<file path="config.mk">
export PLATFORM = sky130hd
export DESIGN_NAME = key_wdog
export DESIGN_NICKNAME = d
export VERILOG_FILES = /design/src/rtl/key_wdog_pkg.sv /design/src/rtl/key_wdog_upd.sv /design/src/rtl/key_wdog_ctl.sv /design/src/rtl/key_wdog_dp.sv /design/src/rtl/key_wdog.sv
export SDC_FILE = /design/constraint.sdc
export NUM_CORES = 1
export LEC_CHECK = 0
export ABC_AREA = 1
export CAP_MARGIN = 30
export CORE_MARGIN = 2
export CORE_UTILIZATION = 60
export DETAILED_ROUTE_END_ITERATION = 7
export DONT_BUFFER_PORTS = 1
export PLACE_DENSITY = 0.78
export SYNTH_ARGS = -nofsm -noshare
export SYNTH_HDL_FRONTEND = slang
export SYNTH_SLANG_ARGS = --single-unit
</file>
<file path="constraint.sdc">
create_clock -name clk -period 2.7 [get_ports clk]
set_input_delay 0.54 -clock clk [delete_from_list [all_inputs] [get_ports clk]]
set_output_delay 0.54 -clock clk [all_outputs]
set_load 0.02 [all_outputs]
</file>
<file path="src/rtl/key_wdog_pkg.sv">
package key_wdog_pkg;
  localparam int ADDR_W = 5;
  localparam int DATA_W = 16;

  localparam logic [ADDR_W-1:0] OFS_KEY    = 5'h00;
  localparam logic [ADDR_W-1:0] OFS_PRESC  = 5'h04;
  localparam logic [ADDR_W-1:0] OFS_RELOAD = 5'h08;
  localparam logic [ADDR_W-1:0] OFS_STATUS = 5'h0C;

  localparam logic [DATA_W-1:0] KEY_START   = 16'hCCCC;
  localparam logic [DATA_W-1:0] KEY_REFRESH = 16'hAAAA;
  localparam logic [DATA_W-1:0] KEY_UNLOCK  = 16'h5555;

  // strobes from control to datapath
  typedef struct packed {
    logic loadCnt;   // restart count from active reload
    logic running;   // timer started
    logic unlocked;  // config registers writable
    logic prescWr;   // accepted divider write
    logic reloadWr;  // accepted reload write
  } ctl_stb_t;
endpackage

</file>
<file path="src/rtl/key_wdog_upd.sv">
// Shadow register with delayed transfer to the active copy.
module key_wdog_upd #(
  parameter int W = 12,
  parameter int TICKS = 3,
  parameter logic [W-1:0] RST_VAL = '0
) (
  input  logic         clk,
  input  logic         rst_n,
  input  logic         slowTick,
  input  logic         wrStb,
  input  logic [W-1:0] wrVal,
  output logic [W-1:0] shadowVal,
  output logic [W-1:0] activeVal,
  output logic         pending
);
  localparam int CNT_W = $clog2(TICKS + 1);
  localparam logic [CNT_W-1:0] CNT_LOAD = CNT_W'(TICKS);
  localparam logic [CNT_W-1:0] CNT_ONE = CNT_W'(1);

  logic [CNT_W-1:0] waitCnt;

  always_ff @(posedge clk) begin
    if (!rst_n) begin
      shadowVal <= RST_VAL;
      activeVal <= RST_VAL;
      waitCnt   <= '0;
    end else if (wrStb) begin
      shadowVal <= wrVal;
      waitCnt   <= CNT_LOAD;
    end else if (slowTick && waitCnt != '0) begin
      waitCnt <= waitCnt - CNT_ONE;
      if (waitCnt == CNT_ONE) activeVal <= shadowVal;
    end
  end

  assign pending = (waitCnt != '0);
endmodule

</file>
<file path="src/rtl/key_wdog_ctl.sv">
// Key decode, lock and run state.
module key_wdog_ctl
  import key_wdog_pkg::*;
(
  input  logic              clk,
  input  logic              rst_n,
  input  logic [ADDR_W-1:0] busAddr,
  input  logic              busWrEn,
  input  logic [DATA_W-1:0] busWrData,
  output ctl_stb_t          stb
);
  logic keyWr;
  logic unlockedQ;
  logic runningQ;

  assign keyWr = busWrEn && (busAddr == OFS_KEY);

  always_ff @(posedge clk) begin
    if (!rst_n) begin
      unlockedQ <= 1'b0;
      runningQ  <= 1'b0;
    end else begin
      if (keyWr) unlockedQ <= (busWrData == KEY_UNLOCK);
      if (keyWr && busWrData == KEY_START) runningQ <= 1'b1;
    end
  end

  always_comb begin
    stb.loadCnt  = keyWr && (busWrData == KEY_REFRESH || busWrData == KEY_START);
    stb.running  = runningQ;
    stb.unlocked = unlockedQ;
    stb.prescWr  = busWrEn && unlockedQ && (busAddr == OFS_PRESC);
    stb.reloadWr = busWrEn && unlockedQ && (busAddr == OFS_RELOAD);
  end
endmodule

</file>
<file path="src/rtl/key_wdog_dp.sv">
// Config registers, prescaler, down-counter and read mux.
module key_wdog_dp
  import key_wdog_pkg::*;
#(
  parameter int RELOAD_W = 12,
  parameter int PRESC_EXT = 0,
  parameter int UPDATE_TICKS = 3
) (
  input  logic              clk,
  input  logic              rst_n,
  input  logic              slowTick,
  input  ctl_stb_t          stb,
  input  logic [ADDR_W-1:0] busAddr,
  input  logic [DATA_W-1:0] busWrData,
  output logic [DATA_W-1:0] busRdData,
  output logic              wdogRstReq,
  output logic              pendPresc,
  output logic              pendReload
);
  localparam int PCODE_MAX = (PRESC_EXT != 0) ? 8 : 6;
  localparam int PCODE_W = $clog2(PCODE_MAX + 1);
  localparam int FIELD_W = 4;
  localparam int DIV_W = PCODE_MAX + 2;
  localparam logic [FIELD_W-1:0] PCODE_MAX_F = FIELD_W'(PCODE_MAX);
  localparam logic [PCODE_W-1:0] PCODE_MAX_C = PCODE_W'(PCODE_MAX);
  localparam logic [RELOAD_W-1:0] RELOAD_MIN = RELOAD_W'(2);
  localparam logic [RELOAD_W-1:0] RELOAD_RST = '1;

  // write data conditioning
  logic [FIELD_W-1:0]  prescField;
  logic [PCODE_W-1:0]  prescIn;
  logic [RELOAD_W-1:0] reloadField;
  logic [RELOAD_W-1:0] reloadIn;
  logic                unusedBits;

  assign prescField  = busWrData[FIELD_W-1:0];
  assign prescIn     = (prescField > PCODE_MAX_F) ? PCODE_MAX_C : prescField[PCODE_W-1:0];
  assign reloadField = busWrData[RELOAD_W-1:0];
  assign reloadIn    = (reloadField < RELOAD_MIN) ? RELOAD_MIN : reloadField;
  assign unusedBits  = ^busWrData[DATA_W-1:RELOAD_W];

  logic [PCODE_W-1:0]  prescShadow, prescAct;
  logic [RELOAD_W-1:0] reloadShadow, reloadAct;

  key_wdog_upd #(.W(PCODE_W), .TICKS(UPDATE_TICKS), .RST_VAL('0)) u_updPresc (
    .clk(clk), .rst_n(rst_n), .slowTick(slowTick),
    .wrStb(stb.prescWr), .wrVal(prescIn),
    .shadowVal(prescShadow), .activeVal(prescAct), .pending(pendPresc)
  );

  key_wdog_upd #(.W(RELOAD_W), .TICKS(UPDATE_TICKS), .RST_VAL(RELOAD_RST)) u_updReload (
    .clk(clk), .rst_n(rst_n), .slowTick(slowTick),
    .wrStb(stb.reloadWr), .wrVal(reloadIn),
    .shadowVal(reloadShadow), .activeVal(reloadAct), .pending(pendReload)
  );

  // prescaler: terminal when the low (code+2) bits are all ones
  logic [PCODE_W:0]    shAmt;
  logic [DIV_W-1:0]    divMask;
  logic [DIV_W-1:0]    preDiv;
  logic                stepHit;
  logic [RELOAD_W-1:0] downCnt;
  logic                cntStep;

  assign shAmt   = {1'b0, prescAct} + (PCODE_W + 1)'(2);
  assign divMask = ~({DIV_W{1'b1}} << shAmt);
  assign stepHit = ((preDiv & divMask) == divMask);
  assign cntStep = stb.running && slowTick && !stb.loadCnt && stepHit;

  always_ff @(posedge clk) begin
    if (!rst_n) begin
      preDiv     <= '0;
      downCnt    <= RELOAD_RST;
      wdogRstReq <= 1'b0;
    end else begin
      wdogRstReq <= cntStep && (downCnt == '0);
      if (stb.loadCnt) begin
        preDiv  <= '0;
        downCnt <= reloadAct;
      end else if (stb.running && slowTick) begin
        if (stepHit) begin
          preDiv  <= '0;
          downCnt <= (downCnt == '0) ? reloadAct : downCnt - RELOAD_W'(1);
        end else begin
          preDiv <= preDiv + DIV_W'(1);
        end
      end
    end
  end

  always_comb begin
    busRdData = '0;
    unique case (busAddr)
      OFS_PRESC:  busRdData = DATA_W'(prescShadow);
      OFS_RELOAD: busRdData = DATA_W'(reloadShadow);
      OFS_STATUS: busRdData = DATA_W'({pendReload, pendPresc});
      default:    busRdData = '0;
    endcase
  end
endmodule

</file>
<file path="src/rtl/key_wdog.sv">
module key_wdog
  import key_wdog_pkg::*;
#(
  parameter int RELOAD_W = 12,
  parameter int PRESC_EXT = 0,
  parameter int UPDATE_TICKS = 3
) (
  input  logic              clk,
  input  logic              rst_n,
  input  logic              slowTick,
  input  logic [ADDR_W-1:0] busAddr,
  input  logic              busWrEn,
  input  logic [DATA_W-1:0] busWrData,
  output logic [DATA_W-1:0] busRdData,
  output logic              wdogRstReq
);
  ctl_stb_t ctlStb;
  logic     pendPresc;
  logic     pendReload;
  logic     runFlag;
  logic     unlockFlag;

  assign runFlag    = ctlStb.running;
  assign unlockFlag = ctlStb.unlocked;

  key_wdog_ctl u_ctl (
    .clk(clk), .rst_n(rst_n), .busAddr(busAddr),
    .busWrEn(busWrEn), .busWrData(busWrData), .stb(ctlStb)
  );

  key_wdog_dp #(
    .RELOAD_W(RELOAD_W), .PRESC_EXT(PRESC_EXT), .UPDATE_TICKS(UPDATE_TICKS)
  ) u_dp (
    .clk(clk), .rst_n(rst_n), .slowTick(slowTick), .stb(ctlStb),
    .busAddr(busAddr), .busWrData(busWrData), .busRdData(busRdData),
    .wdogRstReq(wdogRstReq), .pendPresc(pendPresc), .pendReload(pendReload)
  );
endmodule

</file>
==> Word level (Yosys, flattened, before mapping) <==
Cells that the tools add are included.
{ "totals": {"regBits": 57, "elab_cells": 71} }
{ "classes": {"n_addsub": 5, "magnitude_cmp": 2, "n_eq_ne": 9, "shift": 1, "mux": 12, "bitwise": 5, "n_reduce_logical": 26} }
{ "op_table": {"columns": ["op", "count"], "rows": [
  ["$mux 12", 5],
  ["$pmux 12 s3", 1],
  ["$eq 16x16->1 const B", 2],
  ["$eq 16x15->1 const B", 1],
  ["$logic_and 1x1->1", 12],
  ["$logic_not 12->1", 1],
  ["$lt 12x2->1 const B", 1],
  ["$reduce_bool 2->1", 6],
  ["$sub 12x1->12 const B", 1],
  ["$eq 5x4->1 const B", 2],
  ["$add 8x1->8 const B", 1],
  ["$and 8x8->8", 1],
  ["$eq 8x8->1", 1],
  ["$mux 2", 4],
  ["$mux 8", 1],
  ["$not 8->8", 1],
  ["$shl 8x4->8 const A", 1],
  ["$reduce_and 3->1", 2],
  ["$eq 5x3->1 const B", 1],
  ["$logic_not 5->1", 1],
  ["$add 3x2->4 const B", 1],
  ["$eq 2x1->1 const B", 2],
  ["$gt 4x3->1 const B", 1],
  ["$sub 2x1->2 const B", 2],
  ["other kinds (6)", 8]
]} }

==> Longest topological paths before layout <==
Gate-level depths: netlist (run 1).
{ "depth": {"depth_word": 8, "mapped_depth": 13, "mapped_depth_nobuf": 12} }

==> Hierarchy <==
A second synthesis (run 1) with hierarchy kept.
{ "unflattened": {"cells_unflattened": 536, "area_unflattened_um2": 3543.4} }
{ "by_module_without_submodules": {"columns": ["module", "n_inst", "cells_per_inst", "area_per_inst_um2"], "rows": [
  ["key_wdog_dp", 1, 296, 1756.7],
  ["key_wdog_upd at u_dp.u_updReload", 1, 127, 1042.2],
  ["key_wdog_upd at u_dp.u_updPresc", 1, 47, 375.4],
  ["key_wdog_ctl", 1, 66, 369.1]
]} }

==> Worst setup path before layout (run 1) <==
OpenSTA, ideal clock, no wires.
{ "synth_timing": {"path_kind": "input port to output port", "start": "input port busAddr[1]", "end": "output port busRdData[10]", "arrival_time_ns": 1.522, "path_slack_ns": 0.638, "path_stages": 5, "n_path_buf": 0, "cell_sequence": "nor2_4 nand2_2 nor3_4 clkinv_1 nor2_1"} }
{ "synth_between": {"elab_chain_len": 2, "elab_cells_between_ends": 4, "classes_between": "eq/ne (3); mux (1)"} }
{ "synth_rtl": {"columns": ["element", "line", "text"], "rows": [
  ["start, declared", "key_wdog.sv:11", "input logic [ADDR_W-1:0] busAddr,"],
  ["$eq 5x4->1 or $eq 5x3->1 (tied branches)", "key_wdog_dp.sv:93", "unique case (busAddr)"],
  ["$pmux 12 s3 *", "key_wdog_dp.sv:93", null],
  ["end, declared", "key_wdog.sv:14", "output logic [DATA_W-1:0] busRdData,"]
]} }
Every way passes the cells marked *; elsewhere a longest branch is shown, timed or not.

==> Worst setup path after layout (run 1) <==
{ "layout_timing": {"start": "input port busAddr[1]", "end": "output port busRdData[9]"} }
Same word-level chain as after synthesis.

==> results of run 1 <==
[final timing paths]
kind	startpoint	end	slack [ps]	cells after the start
hold reg to reg	u_ctl.runningQ	u_ctl.runningQ	470	2
setup reg to reg	u_dp.u_updPresc.activeVal[1]	u_dp.wdogRstReq	650	9
hold / removal	rst_n	u_dp.u_updReload.shadowVal[1]	300	1
setup / recovery	busAddr[1]	busRdData[9]	430	5
[worst max-delay path: cells and delay by family]
family	cells	cell delay, ps
buffers and inverters	1	300
and+or+nand+nor	4	880
[metal layers]
layer | share of wire [%] | vias to the layer above | track usage (%)
met5 | 0 | - | 0
met4 | 1.7 | 0 | 9.00
met3 | 5.3 | 11 | 6.48
met2 | 47 | 98 | 42.5
met1 | 46 | 1501 | 34.0
li1 | - | 1749 | -
[logic make-up after synthesis]
group / count (synthesis) / share of synthesized area (%)
simple gates: 312 / 41.2
buf+inv: 100 / 11.8
compound gates: 62 / 10.2
flops: 57 / 31.6
fa+ha+maj: 10 / 3.46
xor+xnor: 7 / 1.70
other cells: 1 / 0.104
[registers in the layout, summed over array words and instances, names as in the netlist, 2 cells and up]
signal	flops
u_dp.u_updReload.activeVal	12
u_dp.u_updReload.shadowVal	12
u_dp.downCnt	12
u_dp.u_updPresc.waitCnt	2
u_dp.preDiv	8
u_dp.u_updPresc.shadowVal	3
u_dp.u_updReload.waitCnt	2
u_dp.u_updPresc.activeVal	3
[cell type report]
type | instances | area [µm²]
fillers | 555 | 2100
inverters | 84 | 318
multi-input cells | 395 | 2060
clock buffers | 11 | 151
flip-flops and latches | 57 | 1140
clock inverters | 3 | 17.5
well taps | 75 | 93.8
[Yosys cell counts]
cell type	instances	area share, %
a21oi_1	19	2.6
a22o_1	1	0.24
buf_1	1	0.10
buf_2	5	0.69
buf_4	5	1.0
buf_6	3	0.93
clkbuf_1	2	0.21
clkinv_1	11	1.1
conb_1	1	0.10
dfxtp_1	57	32
ha_1	10	3.5
inv_1	64	6.6
inv_2	8	0.83
inv_4	1	0.17
nand2_1	147	15
nand2_2	4	0.69
nand2_4	2	0.62
nand3_1	38	5.3
nand3_2	16	4.4
nand3_4	2	0.97
nand4_1	14	2.4
nor2_1	67	7.0
nor2_2	7	1.2
nor2_4	2	0.62
nor2_8	1	0.55
nor3_1	9	1.2
nor3_4	1	0.45
nor3b_2	1	0.35
nor4_1	1	0.17
o2111ai_1	1	0.24
o211ai_1	20	4.2
o21ai_0	20	2.8
o21ai_1	1	0.14
xnor2_1	5	1.2
xor2_1	2	0.48
[power by group]
part           switching [mW]  internal, mW  leakage (nW)  total, mW
clock network           0.330         0.369        0.0871      0.699
registers             0.00658         0.851         0.461      0.857
logic                  0.0681        0.0309          1.38     0.0990
[cells in the final DEF (no fill, tap or decap), drive strengths merged, types with 2 or more instances in the layout]
cell    Yosys  layout
a21oi      19      19
clkbuf      2      11
clkinv     11      13
conb        1       4
dfxtp      57      57
ha         10      10
inv        73      73
nand2     153     153
nand3      56      56
nand4      14      14
nor2       77      77
nor3       10      10
o211ai     20      20
o21ai      21      21
xnor2       5       5
xor2        2       2
==> flow_metrics.env, run 1 <==
export IMPL_core_area_mm2=0.00589
export IMPL_cts_sinks=57
export IMPL_placed_cell_area_mm2=0.00361
export IMPL_post_drt_wl_per_cell_um=12.7
export IMPL_placed_cells=611
export IMPL_drive_gt1_share_pct=10.7
export IMPL_synth_seq_cells=57
export IMPL_finalSetupViolCount=0
export IMPL_postCtsHoldBufs=0
export IMPL_h_tree_depth=3
export IMPL_drv_slew=0
export IMPL_grt_pass1_vias=2984
export IMPL_gp_congestion=0.897
export IMPL_rows=28
export IMPL_ios=42
export IMPL_hold_violations=0
export IMPL_period_minus_slack_ps=2270
export IMPL_clk_pin_slew_ps=60
export IMPL_num_vias=3359
export IMPL_vdd_drop_max_mv=0.280
export IMPL_cts_buffers=9
export IMPL_critPathMaxFanout=9
export IMPL_antenna_found_initial=0
export IMPL_power_density_mw_per_mm2=438
export IMPL_die_w_um=81.6
export IMPL_drc=0
export IMPL_clkLatencyLatePin_ps=330
export IMPL_hold_path_class="input port to flip-flop"
export IMPL_outcome="finished, final reports clean"
export IMPL_p_leak_nw=1.93
export IMPL_post_cts_buffers=0
export IMPL_path_cells="nor2_4 > nand2_2 > nor3_4 > clkinv_1 > nor2_1"
export IMPL_finalCritPeriodShare_pct=84.0
export IMPL_ant_nets=0
export IMPL_viasPerCell=5.37
export IMPL_ys_seq_area_share_pct=31.6
export IMPL_fin_cells=625
export IMPL_syn_area_per_cell_um2=6.58
export IMPL_root_buffer="clkbuf_8"
export IMPL_worstMarginPinSlew_ps=525
export IMPL_max_freq_ghz=0.441
export IMPL_tns_ps=0
export IMPL_critPathKind="input port to output port"
export IMPL_clk_path_buf_depth=2
export IMPL_cp_slowest_cell="nor2_1"
export IMPL_required_ps=2160
export IMPL_whs_ps=295
export IMPL_dr_pass1_iters=5
export IMPL_areaGrowthSynthToFinish_pct=4.60
export IMPL_die_height_um=81.6
export IMPL_design_area_mm2=0.00378
export IMPL_io_buffers=0
export IMPL_synth_cell_types=35
export IMPL_slew_headroom_pct=64.8
export IMPL_grt_usage_pct=26.2
export IMPL_syn_area_mm2=0.00361
export IMPL_worstPathArrival_ps=1730
export IMPL_finClkSkew_ps=10.7
export IMPL_ys_warnings_count=0
export IMPL_cts_tree="done"
export IMPL_drt_iter0_drc=176
export IMPL_fin_nets=582
export IMPL_start_util_pct=61.4
export IMPL_power_mw=1.65
export IMPL_dp_hpwl_mm=6.06
export IMPL_startpoint_type="input port"
export IMPL_antenna_cells=0
export IMPL_cts_resized=0
export IMPL_finalWorstSetupSlack_ps=433
export IMPL_netlist_instances=549
export IMPL_pre_cts_slack_ps=432
export IMPL_rsz0062_at_grt="no"
export IMPL_postLayoutCoreUtil_pct=64.2
export IMPL_worst_setup_path_end_kind="output port"
export IMPL_gr_total_overflow=0
export IMPL_slowest_delay_ps=410
export IMPL_grt_max_degree=43
export IMPL_grt_first_pass_wirelength_mm=13.4
export IMPL_die_area_mm2=0.00666
export IMPL_maxCapViolations=0
export IMPL_wl_mm=7.96
(Power assumes the default switching activity.)
==> run 2, diff against run 1 <==
==> constraint.sdc (replaced) <==
create_clock -name clk -period 2.3 [get_ports clk]
set_input_delay 0.46 -clock clk [delete_from_list [all_inputs] [get_ports clk]]
set_output_delay 0.46 -clock clk [all_outputs]
set_load 0.02 [all_outputs]
==> run 2 against run 1 <==
Worst setup slack got worse by 220 ps; highest routed layer unchanged; wire length up 2.7%; utilization increased by 1.7 points; global-route usage grew 0.67 points.
==> flow_metrics.env, run 2 (synthesis results as in run 1) <==
export IMPL_outcome="finished, final reports clean"
export IMPL_pwr_share_seq_pct=48.5
export IMPL_core_area_mm2=0.00589
export IMPL_clk_pin_slew_ps=70
export IMPL_critPathKind="input port to output port"
export IMPL_grt_usage_pct=26.8
export IMPL_postCtsHoldBufs=0
export IMPL_viasPerCell=5.43
export IMPL_ant_nets=0
export IMPL_dr_pass1_iters=7
export IMPL_hold_path_class="input port to flip-flop"
export IMPL_r2r_end="u_dp.downCnt[9]"
export IMPL_power_share_clock_pct=45.7
export IMPL_rsz0062_at_grt="no"
export IMPL_p_int_mw=1.59
export IMPL_io_buffers=0
export IMPL_required_ps=1840
export IMPL_h_tree_depth=3
export IMPL_die_height_um=81.6
export IMPL_rows=28
export IMPL_hold_end="u_dp.u_updReload.shadowVal[1]"
export IMPL_grt_pass1_vias=3096
export IMPL_whs_ps=195
export IMPL_startpoint_type="input port"
export IMPL_post_drt_wl_per_cell_um=12.8
export IMPL_start_util_pct=61.4
export IMPL_r2r_slack_ps=290
export IMPL_hp_start="rst_n"
export IMPL_fin_nets=592
export IMPL_drive_gt1_share_pct=12.3
export IMPL_top_regs="u_dp.downCnt: 12 flops, u_dp.u_updReload.activeVal: 12 flops, u_dp.u_updReload.shadowVal: 12 flops"
export IMPL_die_w_um=81.6
export IMPL_post_cts_buffers=0
export IMPL_period_minus_slack_ps=2090
export IMPL_power_density_mw_per_mm2=534
export IMPL_cts_tree="done"
export IMPL_worstMarginPinSlew_ps=521
export IMPL_finClkSkew_ps=10.6
export IMPL_max_freq_ghz=0.479
export IMPL_root_buffer="clkbuf_8"
export IMPL_tns_ps=0
export IMPL_layout_commonest_cell="nand2_1"
export IMPL_ios=42
export IMPL_grtUsageMet2_pct=44.8
export IMPL_r2r_start="u_dp.u_updPresc.activeVal[1]"
export IMPL_worstPathArrival_ps=1630
export IMPL_hold_violations=0
export IMPL_slew_headroom_pct=65.1
export IMPL_worst_setup_path_end_kind="output port"
export IMPL_cts_buffers=9
export IMPL_antenna_found_initial=0
export IMPL_grt_max_degree=43
export IMPL_antenna_cells=0
export IMPL_power_switching_mw=0.486
export IMPL_drt_iter0_drc=165
export IMPL_p_leak_nw=1.99
export IMPL_num_vias=3451
export IMPL_pwr_share_comb_pct=5.8
export IMPL_critPathMaxFanout=9
export IMPL_grt_met3_usage_pct=5.05
export IMPL_maxCapViolations=0
export IMPL_drv_slew=0
export IMPL_die_area_mm2=0.00666
export IMPL_dp_hpwl_mm=6.08
export IMPL_vdd_drop_max_mv=0.366
export IMPL_areaGrowthSynthToFinish_pct=7.41
export IMPL_grtUsageMet1_pct=33.5
export IMPL_startpoint="busAddr[1]"
export IMPL_fillers=543
export IMPL_worst_r2r_cell_count=11
export IMPL_cts_resized=0
export IMPL_drc=0
export IMPL_clkLatencyLatePin_ps=340
export IMPL_worstHoldPathCells=1
export IMPL_finalSetupViolCount=0
export IMPL_wl_mm=8.17
export IMPL_clk_path_buf_depth=2
export IMPL_final_cell_mix="nand2_1, nor2_1, inv_1"
export IMPL_gr_total_overflow=0
export IMPL_grt_busiest_layer="met2"
export IMPL_grt_first_pass_wirelength_mm=13.7
export IMPL_finalCritPeriodShare_pct=90.8
export IMPL_switching_share_pct=23.4
export IMPL_gp_congestion=0.934
export IMPL_cts_sinks=57
[run 2: changes by cell type in the layout (fill, tap and decap cells not counted)]
cell	delta
bufinv_16	+1
clkbuf_1	+1
clkinvlp_4	-1
buf_4	+10
[run 2: critical path, stage by stage]
cell and delay, ps:
nor2_4 120, nand2_2 120, nor3_4 240, clkinv_1 310
nor2_1 210, buf_4 170
[run 2: layout make-up]
| class | count | area [µm²] | area share, % |
|---|---|---|---|
| clock inverter | 3 | 40.0 | 1.03 |
| timing repair buffer | 10 | 75.1 | 1.93 |
| clock buffer | 12 | 155 | 4.00 |
| inverter | 84 | 318 | 8.19 |
| multi-input combinational | 395 | 2060 | 53.0 |
| tap | 75 | 93.8 | 2.42 |
| sequential | 57 | 1140 | 29.4 |
[run 2: how the worst max path moves through the flow]
stage                    end  slack (ps)  cells after the start
2_1_floorplan  busRdData[10]         400                      5
3_3_place_gp    busRdData[3]         300                      6
3_5_place_dp    busRdData[9]         240                      6
4_1_cts         busRdData[9]         240                      6
5_1_grt         busRdData[9]          70                      6
6_report        busRdData[9]         210                      6
[run 2: power groups by stage]
| stage | logic, mW | clock network [mW] | registers, mW |
|---|---|---|---|
| finish | 0.120 | 0.947 | 1.01 |
| global route | 0.136 | 0.999 | 1.01 |
| CTS | 0.120 | 0.956 | 1.01 |
| detailed placement | 0.119 | 0 | 1.03 |
| global placement | 0.114 | 0 | 1.03 |
| floorplan | 0.113 | 0 | 1.03 |
[run 2: through the flow]
step           cells  area (µm²)  power (mW)  setup slack [ps]  util [%]
4_1_cts          636        3880        2.08               237      66.0
2_1_floorplan    552        3630        1.14               398         -
6_report         636        3880        2.07               212      66.0
3_3_place_gp     621        3690        1.14               305      62.6
5_1_grt          636        3880        2.14              73.2      66.0
3_5_place_dp     621        3690        1.15               244      62.6
[run 2: per-layer routing]
layer,wire length (µm),up-vias
li1,-,1764
met1,3700,1556
met3,510,17
met2,3770,114
met4,191,0
met5,0,-
==> run 3, diff against run 2 <==
--- a/config.mk
+++ b/config.mk
@@ -8,10 +8,10 @@
 export ABC_AREA = 1
 export CAP_MARGIN = 30
 export CORE_MARGIN = 2
-export CORE_UTILIZATION = 60
+export CORE_UTILIZATION = 45
 export DETAILED_ROUTE_END_ITERATION = 7
 export DONT_BUFFER_PORTS = 1
-export PLACE_DENSITY = 0.78
+export PLACE_DENSITY = 0.62
 export SYNTH_ARGS = -nofsm -noshare
 export SYNTH_HDL_FRONTEND = slang
 export SYNTH_SLANG_ARGS = --single-unit
==> run 3 against run 2 <==
Combinational power about the same; global-route usage decreased by 6.5 points; largest power group is now the clock network; die area increased by 32%; sequential power about the same; critical path depth unchanged; design area increased by 1.1%; worst setup slack improved by 24 ps; largest cell class unchanged; clock skew increased by 1.3 ps; first-iteration DRC count decreased by 12%; clock-buffer cell count decreased by 1; sequential share of layout area decreased by 0.32 points; non-clock buffer count decreased by 1.
==> flow_metrics.env, run 3 (synthesis results as in run 1) <==
export IMPL_grt_max_degree=43
export IMPL_hold_path_class="input port to flip-flop"
export IMPL_rows=32
export IMPL_gr_total_overflow=0
export IMPL_register_area_mm2=0.00114
export IMPL_start_util_pct=46.5
export IMPL_clk_path_buf_depth=2
export IMPL_root_buffer="clkbuf_8"
export IMPL_cts_buffers=9
export IMPL_multiInputGateArea_mm2=0.00206
export IMPL_h_tree_depth=3
export IMPL_outcome="finished, final reports clean"
export IMPL_cts_sinks=57
export IMPL_num_vias=3342
export IMPL_postLayoutCoreUtil_pct=50.5
export IMPL_required_ps=1840
export IMPL_drv_slew=0
export IMPL_grt_pass1_vias=3167
export IMPL_slew_headroom_pct=64.5
export IMPL_top_regs="u_dp.downCnt: 12 flops, u_dp.u_updReload.activeVal: 12 flops, u_dp.u_updReload.shadowVal: 12 flops"
export IMPL_gp_congestion=0.849
export IMPL_worstPathArrival_ps=1600
export IMPL_antenna_found_initial=0
export IMPL_rsz0062_at_grt="no"
export IMPL_fillers=825
export IMPL_maxCapViolations=0
export IMPL_ios=42
export IMPL_die_w_um=93.6
export IMPL_path_cells="nor2_4 > nand2_2 > nor3_4 > clkinv_1 > nor2_1 > buf_4"
export IMPL_slowest_delay_ps=290
export IMPL_io_buffers=0
export IMPL_period_minus_slack_ps=2060
export IMPL_core_area_mm2=0.00777
export IMPL_layout_commonest_cell="nand2_1"
export IMPL_postCtsHoldBufs=0
export IMPL_drc=0
export IMPL_cts_resized=0
export IMPL_crit_family="simple AND/OR/NAND/NOR gates"
export IMPL_max_freq_ghz=0.485
export IMPL_critPathKind="input port to output port"
export IMPL_areaGrowthSynthToFinish_pct=8.58
export IMPL_p_leak_nw=1.99
export IMPL_power_density_mw_per_mm2=548
export IMPL_dp_hpwl_mm=6.24
export IMPL_startpoint_type="input port"
export IMPL_worst_setup_path_end_kind="output port"
export IMPL_die_area_mm2=0.00877
export IMPL_fin_nets=591
export IMPL_grt_first_pass_wirelength_mm=14.3
export IMPL_wl_mm=8.16
export IMPL_viasPerCell=5.04
export IMPL_drive_gt1_share_pct=12.1
export IMPL_worstMarginPinSlew_ps=530
export IMPL_vdd_drop_max_mv=0.310
export IMPL_post_drt_wl_per_cell_um=12.3
export IMPL_critPathMaxFanout=9
export IMPL_crit_buf_inv=2
export IMPL_clkLatencyLatePin_ps=340
export IMPL_post_cts_buffers=0
export IMPL_grt_usage_pct=20.3
export IMPL_dr_pass1_iters=4
export IMPL_antenna_cells=0
export IMPL_die_height_um=93.6
export IMPL_finalSetupViolCount=0
export IMPL_drt_iter0_drc=145
export IMPL_cts_tree="done"
export IMPL_finClkSkew_ps=12.0
export IMPL_clk_pin_slew_ps=60
export IMPL_hold_violations=0
export IMPL_ant_nets=0
export IMPL_tns_ps=0
export IMPL_cp_slowest_cell="clkinv_1"
export IMPL_finalCritPeriodShare_pct=89.7
export IMPL_final_cell_mix="nand2_1, nor2_1, inv_1"
run 3: cell count changes in the layout (fill, tap and decap cells not counted):
cell | before | now
clkbuf_8 | 11 | 9
clkinvlp_4 | 0 | 2
buf_4 | 10 | 9
bufinv_16 | 1 | 2
clkbuf_1 | 1 | 2
clkinv_2 | 2 | 1
run 3: per-layer routing:
metal	global-route usage, %	share of wire [%]
met1	25.8	47
met2	33.2	46
met3	3.79	4.0
met4	9.66	2.4
met5	0	0
run 3: path summary, 6_finish.rpt:
check	from	endpoint	slack (ps)	cells past startpoint
worst min register to register	u_ctl.runningQ	u_ctl.runningQ	470	2
worst max-delay path	busAddr[1]	busRdData[9]	240	6
worst max register to register	u_dp.u_updPresc.activeVal[2]	u_dp.downCnt[9]	280	11
worst min-delay path	rst_n	u_dp.u_updReload.shadowVal[1]	210	1
run 3: power breakdown:
group | internal (mW) | leakage [nW] | total, mW | switching (mW)
registers | 0.998 | 0.461 | 1.01 | 0.00699
logic | 0.0393 | 1.43 | 0.119 | 0.0799
clock network | 0.609 | 0.0995 | 1.03 | 0.417
run 3: per-stage QoR:
step           instances  power, mW  setup slack [ps]  hold WS [ps]  cell area, µm²
6_report             663       2.15               237           208            3930
5_1_grt              663       2.23              74.4           201            3930
4_1_cts              663       2.16               219           189            3930
3_5_place_dp         647       1.15               224           460            3710
3_3_place_gp         647       1.14               256           455            3710
2_1_floorplan        552       1.14               398           430            3630
run 3: final cells by class:
type                       count  share of cell area, %
tap                          102                   3.25
sequential                    57                   29.1
clock buffer                  11                   3.35
inverter                      84                   8.10
multi-input combinational    395                   52.5
timing repair buffer           9                   1.72
clock inverter                 5                   2.04
run 3: worst reg2reg max path: stages, from the launching register on:
cell and delay [ps]:
dfxtp_1 360, inv_1 70, ha_1 270, nor2_1 200, nand2_1 90, nand2_1 60, nand2_1 50, nor2_1 100
nand2_2 280, nand2_4 300, nand3_1 110, nand2_1 70
